$ cat src/rtl/uart_frame_rx.sv
module uart_frame_rx #(
  parameter int OVS = 16
) (
  input  logic       clk,
  input  logic       rst_n,
  input  logic       clk_en,
  input  logic       rx_en,
  input  logic [1:0] par_sel,
  input  logic       len8,
  input  logic       err_to_rx,
  input  logic       bit_tick,
  input  logic       rxd,
  input  logic       rd_data,
  input  logic       rd_status,
  output logic [7:0] rx_data,
  output logic [2:0] status,
  output logic       irq_rx,
  output logic       irq_err
);
  localparam int CW = $clog2(OVS);
  localparam logic [CW-1:0] LAST = CW'(OVS - 1);
  localparam logic [CW-1:0] MID  = CW'(OVS / 2 - 1);

  typedef enum logic [2:0] {S_IDLE, S_START, S_DATA, S_PAR, S_STOP} st_t;

  st_t           st;
  logic [CW-1:0] cnt;
  logic [2:0]    bidx;
  logic [7:0]    shreg;
  logic          par_bit, full, line_hi, rx_m, rx_s;

  wire       slot_end = bit_tick && cnt == LAST;
  wire       done     = clk_en && rx_en && slot_end && st == S_STOP;
  wire [7:0] data_w   = len8 ? shreg : {1'b0, shreg[7:1]};
  wire       pe_w     = par_sel[1] & ~(^data_w ^ par_bit ^ par_sel[0]);
  wire       fe_w     = ~rx_s;
  wire       ovr_w    = full & ~rd_data;
  wire       err_w    = ovr_w | pe_w | fe_w;
  wire [2:0] stat_kept = rd_status ? 3'b000 : status;

  always_ff @(posedge clk or negedge rst_n) begin
    if (!rst_n) begin
      rx_m <= 1'b1;
      rx_s <= 1'b1;
    end else begin
      rx_m <= rxd;
      rx_s <= rx_m;
    end
  end

  always_ff @(posedge clk or negedge rst_n) begin
    if (!rst_n) begin
      st <= S_IDLE; cnt <= '0; bidx <= '0; shreg <= '0; par_bit <= 1'b0;
      full <= 1'b0; line_hi <= 1'b0; rx_data <= '0; status <= '0;
      irq_rx <= 1'b0; irq_err <= 1'b0;
    end else begin
      irq_rx  <= 1'b0;
      irq_err <= 1'b0;
      if (rd_data)   full   <= 1'b0;
      if (rd_status) status <= 3'b000;
      if (!clk_en) begin
        st <= S_IDLE; full <= 1'b0; status <= 3'b000; line_hi <= 1'b0;
      end else if (!rx_en) begin
        st <= S_IDLE; line_hi <= 1'b0;
      end else if (bit_tick) begin
        case (st)
          S_IDLE: begin
            if (!rx_s && line_hi) begin
              st <= S_START; cnt <= '0; line_hi <= 1'b0;
            end else if (rx_s) begin
              line_hi <= 1'b1;
            end
          end
          S_START: begin
            if (cnt == MID) begin
              cnt  <= '0;
              bidx <= '0;
              if (rx_s) begin
                st <= S_IDLE; line_hi <= 1'b1;
              end else begin
                st <= S_DATA;
              end
            end else cnt <= cnt + 1'b1;
          end
          S_DATA: begin
            if (slot_end) begin
              cnt   <= '0;
              shreg <= {rx_s, shreg[7:1]};
              if (bidx == (len8 ? 3'd7 : 3'd6))
                st <= (par_sel != 2'b00) ? S_PAR : S_STOP;
              else
                bidx <= bidx + 1'b1;
            end else cnt <= cnt + 1'b1;
          end
          S_PAR: begin
            if (slot_end) begin
              cnt <= '0; par_bit <= rx_s; st <= S_STOP;
            end else cnt <= cnt + 1'b1;
          end
          S_STOP: begin
            if (slot_end) begin
              cnt <= '0;
              st <= S_IDLE;
              line_hi <= rx_s;
              if (ovr_w) begin
                status <= stat_kept | 3'b001;
              end else begin
                rx_data <= data_w;
                full    <= 1'b1;
                status  <= stat_kept | {pe_w, fe_w, 1'b0};
              end
              irq_rx  <= ~err_w | err_to_rx;
              irq_err <= err_w & ~err_to_rx;
            end else cnt <= cnt + 1'b1;
          end
          default: st <= S_IDLE;
        endcase
      end
    end
  end

  AST_IRQ_EXCL: assert property (@(posedge clk) disable iff (!rst_n) !(irq_rx && irq_err));
  AST_IRQ_PULSE: assert property (@(posedge clk) disable iff (!rst_n) irq_rx |=> !irq_rx);
  AST_OVR_KEEP: assert property (@(posedge clk) disable iff (!rst_n) (done && full && !rd_data) |=> ($stable(rx_data) && status[0]));
  AST_RD_CLEAR: assert property (@(posedge clk) disable iff (!rst_n) (rd_status && !done) |=> status == 3'b000);
  AST_CLK_OFF: assert property (@(posedge clk) disable iff (!rst_n) !clk_en |=> (status == 3'b000 && !irq_rx && !irq_err));
endmodule

$ cat config.mk
export PLATFORM = sky130hd
export DESIGN_NAME = uart_frame_rx
export DESIGN_NICKNAME = d
export VERILOG_FILES = /design/src/rtl/uart_frame_rx.sv
export SDC_FILE = /design/constraint.sdc
export NUM_CORES = 1
export LEC_CHECK = 0
export BUFFER_PORTS_ARGS = -buffer_cell sky130_fd_sc_hd__buf_4
export CAP_MARGIN = 0
export CORE_ASPECT_RATIO = 1.4
export CORE_MARGIN = 4
export CORE_UTILIZATION = 59
export CTS_BUF_LIST = sky130_fd_sc_hd__clkbuf_2 sky130_fd_sc_hd__clkbuf_4 sky130_fd_sc_hd__clkbuf_8
export DETAILED_ROUTE_END_ITERATION = 12
export PLACE_DENSITY = 0.86
export SYNTH_ARGS = -nofsm -noshare
export SYNTH_HDL_FRONTEND = slang
export SYNTH_SLANG_ARGS = --single-unit
$ cat constraint.sdc
create_clock -name clk -period 2.69 [get_ports clk]
set_clock_uncertainty 0.1 [all_clocks]
set_input_delay 0.4035 -clock clk [delete_from_list [all_inputs] [get_ports clk]]
set_output_delay 0.4035 -clock clk [all_outputs]
set_load 0.02 [all_outputs]
Yosys cells after proc, flatten, opt, wreduce, memory -nomap -nowiden
Index checks and enable logic that the tools add are counted.

cells by class
  add/sub/neg operators = 2
  equal/unequal tests = 19
  muxes and demuxes = 54
  bitwise logic cells = 15
  reduce and logical (&&, ||, !) cells = 16

operator list
  operator                                                                  number
  3-bit 2-to-1 mux                                                          20
  1-bit 2-to-1 mux                                                          25
  4-bit inequality test (second input constant)                             6
  3-bit case mux with 5 select lines                                        1
  5-bit AND reduction                                                       3
  7-bit AND reduction                                                       2
  4-bit 2-to-1 mux                                                          3
  4-bit case mux with 3 select lines                                        1
  8-bit 2-to-1 mux                                                          1
  2-bit inequality test (second input constant)                             4
  8-bit parity                                                              1
  3-bit by 2-bit equality test with 1-bit output (second input constant)    2
  1-bit inverter                                                            6
  3-bit case mux with 2 select lines                                        1
  6-bit AND reduction                                                       1
  5-bit by 2-bit inequality test with 1-bit output (second input constant)  1
  4-bit by 1-bit adder with 4-bit output (second input constant)            1
  4-bit by 3-bit equality test with 1-bit output (second input constant)    1
  4-bit equality test (second input constant)                               1
  4-bit AND reduction                                                       1
  2-bit nonzero test                                                        2
  3-bit by 1-bit adder with 3-bit output (second input constant)            1
  1-bit AND                                                                 3
  3-bit by 1-bit equality test with 1-bit output (second input constant)    1
  13 further kinds                                                          17

word-level totals
  register bits after elaboration = 36
  input port bits = 12
  output and inout bits = 13
  word-level logic and storage cells = 119

Logic depth before layout (Yosys ltp)
Gate-level depths: netlist (run 1).

  depth in word-level cells = 15
  mapped depth = 8

Least setup slack after synthesis (run 1)
OpenSTA, ideal clock, no wires.

  path type = register to register
  start = register cnt[0]
  end = register rx_data[5]
  setup time = 0.073 ns
  arrival = 1.792 ns
  required time = 2.517 ns
  path slack = 0.725 ns
  cell stages (with the launch flop) = 9
  period minus slack after synthesis = 1.965 ns
  path through = dfrtp_1 -> ha_1 -> and3_1 -> clkbuf_1 -> nand2_1 -> nor4_4 -> buf_6 -> nor2_1 -> a21oi_2

between the ends
  cells in the longest elaborated chain, start to end = 3

RTL lines
  item                                  line  RTL
  start: declaration                    27    logic [CW-1:0] cnt;
  start signal: assignment              83    end else cnt <= cnt + 1'b1;
  start signal: assignment              93    end else cnt <= cnt + 1'b1;
  start signal: assignment              98    end else cnt <= cnt + 1'b1;
  4-bit equality test                   32    wire slot_end = bit_tick && cnt == LAST;
  1-bit logical AND                     32
  6-bit AND reduction (no source line)  n/a
  end signal: assignment                108   rx_data <= data_w;
  end: declaration                      15    output logic [7:0] rx_data,

No other way between the ends.
A chain may end at the register's enable or synchronous reset.

Worst setup path in the final report (run 1)
  start = register st[2]
  end = register bidx[2]

between the ends
  cells in the longest elaborated chain, start to end = 3

RTL lines
  item                                                                                                                     line  RTL
  start: declaration                                                                                                       26    st_t st;
  start signal: assignment                                                                                                 90    st <= (par_sel != 2'b00) ? S_PAR : S_STOP;
  3-bit by 2-bit equality test with 1-bit output / 3-bit by 1-bit equality test with 1-bit output (equally long branches)  66    case (st)
  2-bit inequality test (no source line) / 2-bit nonzero test (equally long branches)                                      n/a
  7-bit AND reduction (no source line)                                                                                     n/a
  end signal: assignment                                                                                                   92    bidx <= bidx + 1'b1;
  end: declaration                                                                                                         28    logic [2:0] bidx;

Parallel ways exist; a longest one is shown, timed or not.

==> results_dict.tcl, run 1 <==
set metrics [dict create \
    status "finished clean" \
    synth_warnings 0 \
    hold_class "in -> reg" \
    critPathBufInv 0 \
    cts_root_buf "clkbuf_8" \
    cp-start-kind "flip-flop" \
    ys.flop_type "dfrtp_1" \
    netlist_area_um2 1923 \
    drt_pass1_iterations 4 \
    cp.required_ns 2.76 \
    grt_pass1_wl_um 6658 \
    wl_per_cell_um 15.92 \
    period_minus_slack_ns 2.139 \
    clockBufferDepth 2 \
    cp_max_fo 15 \
    post-place-ws_ns 0.3875 \
    hold_violations 0 \
    path_common_cell "o21ai_1" \
    cts.sinks 36 \
    die_area_um2 4250 \
    synth_edf_count 0 \
    io_pins 25 \
    grt_use_total 0.2052 \
    pwr_density_cell_nw_per_um2 457.7 \
    start_util 0.6158 \
    end_kind "flip-flop" \
    ys_seq_area_frac 0.4697 \
    fmax_mhz 467.6 \
    nets 223 \
    grt_max_degree 37 \
    p_leak_uw 0.001052 \
    die_w_um 56.25 \
    drtIter0Drc 92 \
    area_growth_pct 14.96 \
    place_hpwl_um 2956 \
    path_class "reg -> reg" \
    antenna_found_initial 0 \
    total_power_uw 1012 \
    post-route-util 0.7079 \
    drive_gt1_frac 0.2392 \
    period_share 0.7950 \
    rsz0062_at_grt "false" \
    htreeDepth 2 \
    crit_family "compound AO/OA/AOI/OAI gates" \
    clk_pin_slew_worst_paths_ns 0.07 \
    slowest_delay_ns 0.52 \
    path_cells "or3b_4 -> a21o_1 -> a2111o_1 -> o21ai_1 -> o21ai_1" \
    report.final.slew_viol_count 0 \
    clock_latency_ns 0.29 \
    grt-ovfl-total 0 \
    avgSynthCellArea_um2 10.45 \
    cap_violations 0 \
    grt_pass1_vias 1444 \
    async_flop_share 1.000 \
    crit_slowest_cell "dfrtp_1" \
    routed_via_density 5.931 \
    route.detailed.drc 0 \
    fin_setup_tns_ns 0 \
    layout_common_cells "dfrtp_1, buf_4, nand2_1" \
    layout.area.seq_um2 903.4 \
    worst_pin_slew_ns 0.4509 \
    syn_nets 198 \
    setup_violations 0 \
    max-slew-margin-rel 0.6994 \
    final_common_cell "dfrtp_1" \
    cts_buffers 5 \
    ant_nets 0 \
    cts_tree "yes" \
    die_h_um 75.55 \
    cp.arrival_ns 2.20 \
    drt-total-wl_um 3948 \
    port_buffers 24 \
    via_count 1471 \
    synth_cells 184 \
    cts_resized 0 \
    multi_input_area_um2 945.9 \
    rows 24 \
    core_um2 3123 \
    gp_congestion 0.8433 \
    yosys_register_bits 36 \
    fin_ws_ns 0.5514 \
    irDropWorstVdd_mv 0.4183 \
    diodes 0 \
    nFillCells 237 \
    synth.distinct_cells 48 \
]
## kinds of logic (layout without fill, tap and decap cells)
group                    Yosys count  count (layout)  share of synthesized area
flip-flops                        36              36                     0.4697
adder cells (fa/ha/maj)            2               2                    0.01301
multiplexers                      16              16                    0.08914
AO/OA/AOI/OAI                     46              46                     0.1588
buffers and inverters             13              38                    0.03839
XOR/XNOR                           9               9                    0.05530
AND/OR/NAND/NOR                   62              62                     0.1757
## worst paths after layout
path,from,cells after the start,to,slack [ns]
max in group asynchronous,rst_n,2,rx_m$_DFF_PN1_,1.64
hold / removal,rxd,1,rx_m$_DFF_PN1_,0.13
hold reg to reg,rx_m$_DFF_PN1_,0,rx_s$_DFF_PN1_,0.26
setup reg to reg,st[2]$_DFFE_PN0P_,5,bidx[2]$_DFFE_PN0P_,0.55
setup / recovery,st[2]$_DFFE_PN0P_,5,bidx[2]$_DFFE_PN0P_,0.55
min in group asynchronous,rst_n,2,rx_data[2]$_DFFE_PN0P_,0.50
## cell usage after synthesis (3+ instances only)
library cell,instances,area [um2]
nand3_1,5,25.02
and3_1,3,18.77
nor2b_1,3,18.77
buf_6,3,33.78
mux2i_1,7,70.07
a21o_1,3,22.52
nand2_1,15,56.30
dfrtp_1,34,850.8
nand2b_1,6,37.54
inv_1,5,18.77
o21ai_0,11,55.05
mux2_2,9,101.4
clkbuf_1,3,11.26
nor2_1,14,52.55
xnor2_1,5,43.79
a21oi_1,11,55.05
nand4_1,3,18.77
nor3_1,3,15.01
## repair_timing
item / CTS / global route
setup endpoints to repair: 0 / 0
hold endpoints to repair: 34 / 0
setup buffers: 0 / 0
hold buffers: 1 / 0
## routing by layer
metal	vias to the layer above	global-route usage	wire, um
met5	-	0	0
met4	0	0.1187	112
met3	12	0.03898	159
met2	43	0.3771	2146
met1	701	0.2227	1529
li1	715	-	-
## where the power goes
group,leakage (uW),switching [uW],internal [uW]
sequential,0.000491,3.64,545
clock,0.0000503,179,228
combinational,0.000511,31.9,24.0
## stage by stage
step,cell area (um2),std cells,hold slack [ns]
floorplan,1923,184,0.007909
global route,2211,248,0.1169
CTS,2211,248,0.1184
finish,2211,248,0.1251
global placement,2105,240,0.2457
detailed placement,2105,240,0.2469
## layout make-up
type | instances | area share
Clock buffer | 7 | 0.04358
Timing Repair Buffer | 26 | 0.08942
Sequential cell | 36 | 0.4086
Tap cell | 39 | 0.02207
Multi-Input combinational cell | 135 | 0.4278
Inverter | 5 | 0.008489
## registers in the layout, summed over array words and instances (netlist names)
signal	cells
bidx	3
irq_rx	1
rx_m	1
irq_err	1
status	3
st	3
cnt	4
rx_s	1
full	1
shreg	8
rx_data	8
par_bit	1
line_hi	1
Power figures use the tool's default switching activity.
==> run 2, diff against run 1 <==
clock period = 2.2 ns   (was 2.69 ns; I/O delays follow)
==> run 2 against run 1 <==
Combinational power increased by 29%. Setup slack got worse by 0.47 ns. Flip-flop and latch count unchanged. Routed wire length increased by 3.5%. Non-clock buffer count increased by 6. Global-route usage about the same. Sequential share of layout area decreased by 0.66 points. Critical path type unchanged.
==> results_dict.tcl, run 2 (synthesis gave the netlist of run 1 again) <==
set metrics [dict create \
    period_share 0.9649 \
    irDropWorstVdd_mv 0.5124 \
    area_growth_pct 16.85 \
    hold_violations 0 \
    setup_violations 0 \
    drive_gt1_frac 0.2639 \
    status "finished clean" \
    fmax_mhz 471.1 \
    gp_congestion 0.8623 \
    cts_root_buf "clkbuf_8" \
    drtIter0Drc 40 \
    drt_pass1_iterations 4 \
    clk_pin_slew_worst_paths_ns 0.07 \
    ant_nets 0 \
    rows 24 \
    report.final.slew_viol_count 0 \
    final_common_cell "dfrtp_1" \
    grt_use_total 0.2051 \
    routed_via_density 6.122 \
    reg.largest.list "rx_data (8), shreg (8), cnt (4)" \
    port_buffers 24 \
    cts_buffers 5 \
    clockBufferDepth 2 \
    cts_tree "yes" \
    die_w_um 56.25 \
    cp_max_fo 10 \
    cts_hold_buffers 1 \
    place_hpwl_um 3016 \
    clock_latency_ns 0.29 \
    grt-ovfl-total 0 \
    worst_pin_slew_ns 0.4454 \
    path_class "reg -> reg" \
    grt_pass1_vias 1612 \
    post-cts-setup-buffers 0 \
    period_minus_slack_ns 2.123 \
    drt-total-wl_um 4088 \
    io_pins 25 \
    rsz0062_at_grt "false" \
    grt_max_degree 37 \
    die_h_um 75.55 \
    end_kind "flip-flop" \
    diodes 0 \
    p_leak_uw 0.001079 \
    wl_per_cell_um 16.03 \
    cts.sinks 36 \
    cp.arrival_ns 2.20 \
    die_area_um2 4250 \
    grt_pass1_wl_um 6706 \
    fin_setup_tns_ns 0 \
    route.detailed.drc 0 \
    htreeDepth 2 \
    start_util 0.6158 \
    post-route-util 0.7196 \
    cts_resized 0 \
    cp-start-kind "flip-flop" \
    via_count 1561 \
    cap_violations 0 \
    nets 229 \
    max-slew-margin-rel 0.7030 \
    layout_common_cells "dfrtp_1, buf_4, nand2_1" \
    antenna_found_initial 0 \
    hold_class "in -> reg" \
    core_um2 3123 \
    cp.required_ns 2.27 \
    pwr_density_cell_nw_per_um2 536.0 \
]
## run 2: power by group
group,internal (uW),leakage (uW),switching (uW),total (uW)
clock,220,0.0000479,242,462
combinational,31.9,0.000541,40.3,72.2
sequential,666,0.000491,4.09,670
total,918,0.00108,286,1200
## run 2: layout make-up
| class | count | area (um2) |
|---|---|---|
| multi-input combinational | 135 | 945.9 |
| clock inverter | 3 | 18.77 |
| sequential | 36 | 903.4 |
| tap | 39 | 48.80 |
| timing repair buffer | 32 | 242.7 |
| inverter | 5 | 18.77 |
| clock buffer | 5 | 68.82 |
| fill | 215 | 875.8 |
## run 2: final timing paths
check | from | to | slack [ns] | cells past startpoint
worst max-delay path | st[1]$_DFFE_PN0P_ | shreg[6]$_DFFE_PN0P_ | 0.08 | 4
worst min-delay path | rxd | rx_m$_DFF_PN1_ | 0.05 | 1
worst max register to register | st[1]$_DFFE_PN0P_ | shreg[6]$_DFFE_PN0P_ | 0.08 | 4
worst min register to register | rx_m$_DFF_PN1_ | rx_s$_DFF_PN1_ | 0.26 | 0
max in group asynchronous | rst_n | rx_m$_DFF_PN1_ | 1.22 | 2
min in group asynchronous | rst_n | rx_data[2]$_DFFE_PN0P_ | 0.43 | 2
## run 2: routing by layer
metal  global-route usage  wire length [um]  vias to the layer above
met1               0.1938              1496                      768
met5                    0                 0                        -
met2               0.3992              2318                       55
met4               0.1161                81                        0
li1                     -                 -                      724
met3              0.05593               191                       14
## run 2: stage by stage
step           total power, uW  hold slack, ns  std cells  setup slack, ns  instance area (um2)
2_1_floorplan            710.6        -0.06559        184           0.2345                 1923
3_3_place_gp             750.6          0.2009        246           0.2031                 2150
3_5_place_dp             752.9          0.2069        246           0.1401                 2150
4_1_cts                   1210         0.04010        255           0.1223                 2247
5_1_grt                   1251         0.03470        255         0.007196                 2247
6_report                  1204         0.04787        255          0.07717                 2247
## run 2: critical path, cell delays in order, from the launching register on
cell and delay (ns):
dfrtp_1 0.50, inv_1 0.20, nor3_1 0.38, and3_1 0.44
mux2_2 0.39
==> run 3, diff against run 2 <==
CELL_PAD_IN_SITES_DETAIL_PLACEMENT = 0   (was not set)
CELL_PAD_IN_SITES_GLOBAL_PLACEMENT = 1   (was not set)
CORE_UTILIZATION = 47   (was 59)
PLACE_DENSITY = 0.87   (was 0.86)
==> run 3 against run 2 <==
Clock power rose by 9.1%. Critical path type unchanged. Final cell count increased by 2.0%. Non-clock buffer count rose by 2. Die area grew 22%. Largest cell class unchanged. Global-route usage decreased by 4.2 points. First-iteration DRC count increased by 68%. Via count is 4.2% lower. Fmax is 5.3% higher. Clock-buffer cell count rose by 2.
==> results_dict.tcl, run 3 (synthesis gave the netlist of run 1 again) <==
set metrics [dict create \
    fin_setup_tns_ns 0 \
    clock_latency_ns 0.28 \
    drt_pass1_iterations 4 \
    port_buffers 24 \
    diodes 0 \
    clk_pin_slew_worst_paths_ns 0.07 \
    cp-startpoint "shreg[1]$_DFFE_PN0P_" \
    cts_root_buf "clkbuf_8" \
    htreeDepth 2 \
    die_w_um 62.06 \
    p_int_uw 978.2 \
    nFillCells 361 \
    hold_violations 0 \
    cts_tree "yes" \
    setup_violations 0 \
    start_util 0.4865 \
    pwr_density_cell_nw_per_um2 545.2 \
    gp_congestion 0.8957 \
    io_pins 25 \
    worst_pin_slew_ns 0.4577 \
    hold_ws_ns 0.04828 \
    place_hpwl_um 2899 \
    p_seq_frac 0.536 \
    period_share 0.9162 \
    die_h_um 83.69 \
    core_um2 3953 \
    rows 27 \
    area_growth_pct 19.00 \
    drt-total-wl_um 3879 \
    hp-start "rxd" \
    period_minus_slack_ns 2.016 \
    clkPwrFrac 0.404 \
    r2r_start "shreg[1]$_DFFE_PN0P_" \
    post-cts-setup-buffers 0 \
    combPwrFrac 0.060 \
    cts_resized 0 \
    path_class "reg -> reg" \
    die_area_um2 5193 \
    place_inst 252 \
    final_common_cell "dfrtp_1" \
    end_kind "flip-flop" \
    drtIter0Drc 67 \
    cts_buffers 5 \
    grt_use_total 0.1627 \
    report.final.slew_viol_count 0 \
    ff2ff_setup_slack_ns 0.18 \
    status "finished clean" \
    grt_pass1_wl_um 6451 \
    multi_input_area_um2 945.9 \
    grt-ovfl-total 0 \
    nets 231 \
    cap_violations 0 \
    ant_nets 0 \
    p_leak_uw 0.001095 \
    cp-start-kind "flip-flop" \
    routed_via_density 5.754 \
    cp_max_fo 5 \
    cp.arrival_ns 2.09 \
    layout.area.seq_um2 903.4 \
    cts_hold_buffers 1 \
    cp.required_ns 2.27 \
    max-slew-margin-rel 0.6949 \
    irDropWorstVdd_mv 0.4931 \
    cts.sinks 36 \
    hold_class "in -> reg" \
    antenna_found_initial 0 \
    grt_pass1_vias 1448 \
    rsz0062_at_grt "false" \
    route.detailed.drc 0 \
    clockBufferDepth 2 \
    via_count 1496 \
    reg.largest.list "rx_data (8), shreg (8), cnt (4)" \
    grt_max_degree 37 \
    fmax_mhz 496.1 \
    switching_power_uw 269.4 \
    wl_per_cell_um 14.92 \
    final_cell_count_no_fill 260 \
    layout_common_cells "dfrtp_1, buf_4, nand2_1" \
    power.share.switching 0.2159 \
    drive_gt1_frac 0.2673 \
]
run 3: changes by cell type in the layout (fill, tap and decap cells not counted):
cell,before,now
clkinv_2,2,0
clkbuf_8,5,7
clkinv_4,1,0
buf_12,0,1
buf_4,31,32
run 3: power by group through the flow:
stage / logic [uW] / registers, uW / clock network [uW]
after global routing: 82.5 / 668 / 550
after detailed placement: 74.2 / 681 / 0
after floorplan: 29.5 / 681 / 0
after global placement: 73.4 / 681 / 0
after CTS: 76.0 / 668 / 517
final: 74.9 / 668 / 504
run 3: final timing paths:
| kind | end | depth (start not counted) |
|---|---|---|
| worst max-delay path | irq_err$_DFF_PN0_ | 5 |
| worst min-delay path | rx_m$_DFF_PN1_ | 1 |
| worst max register to register | irq_err$_DFF_PN0_ | 5 |
| worst min register to register | rx_s$_DFF_PN1_ | 0 |
| max in group asynchronous | rx_m$_DFF_PN1_ | 2 |
| min in group asynchronous | rx_data[2]$_DFFE_PN0P_ | 2 |
run 3: layer usage:
layer,vias up,track usage,wire length (um)
li1,732,-,-
met1,717,0.1769,1563
met2,41,0.2811,2058
met3,6,0.04644,194
met4,0,0.06371,63
met5,-,0,0
run 3: stage by stage:
step	setup slack (ns)	util	power, uW	instance area (um2)
finish	0.1844	0.5790	1248	2288
global route	0.03141	0.5790	1301	2288
CTS	0.1367	0.5790	1261	2288
detailed placement	0.1229	0.5521	754.9	2182
global placement	0.1814	0.5521	753.9	2182
floorplan	0.2345	-	710.6	1923
run 3: area by class of cell:
cell class	count	share of cell area
Tap cell	43	0.02351
Inverter	5	0.008201
Timing Repair Buffer	34	0.1181
Multi-Input combinational cell	135	0.4133
Clock buffer	7	0.04210
Sequential cell	36	0.3948
run 3: critical path, stage by stage, from the launching register on:
cell      delay [ns]
dfrtp_1         0.43
mux2i_1         0.22
xnor3_1         0.45
xnor3_1         0.33
nand2_1         0.08
a311oi_1        0.30
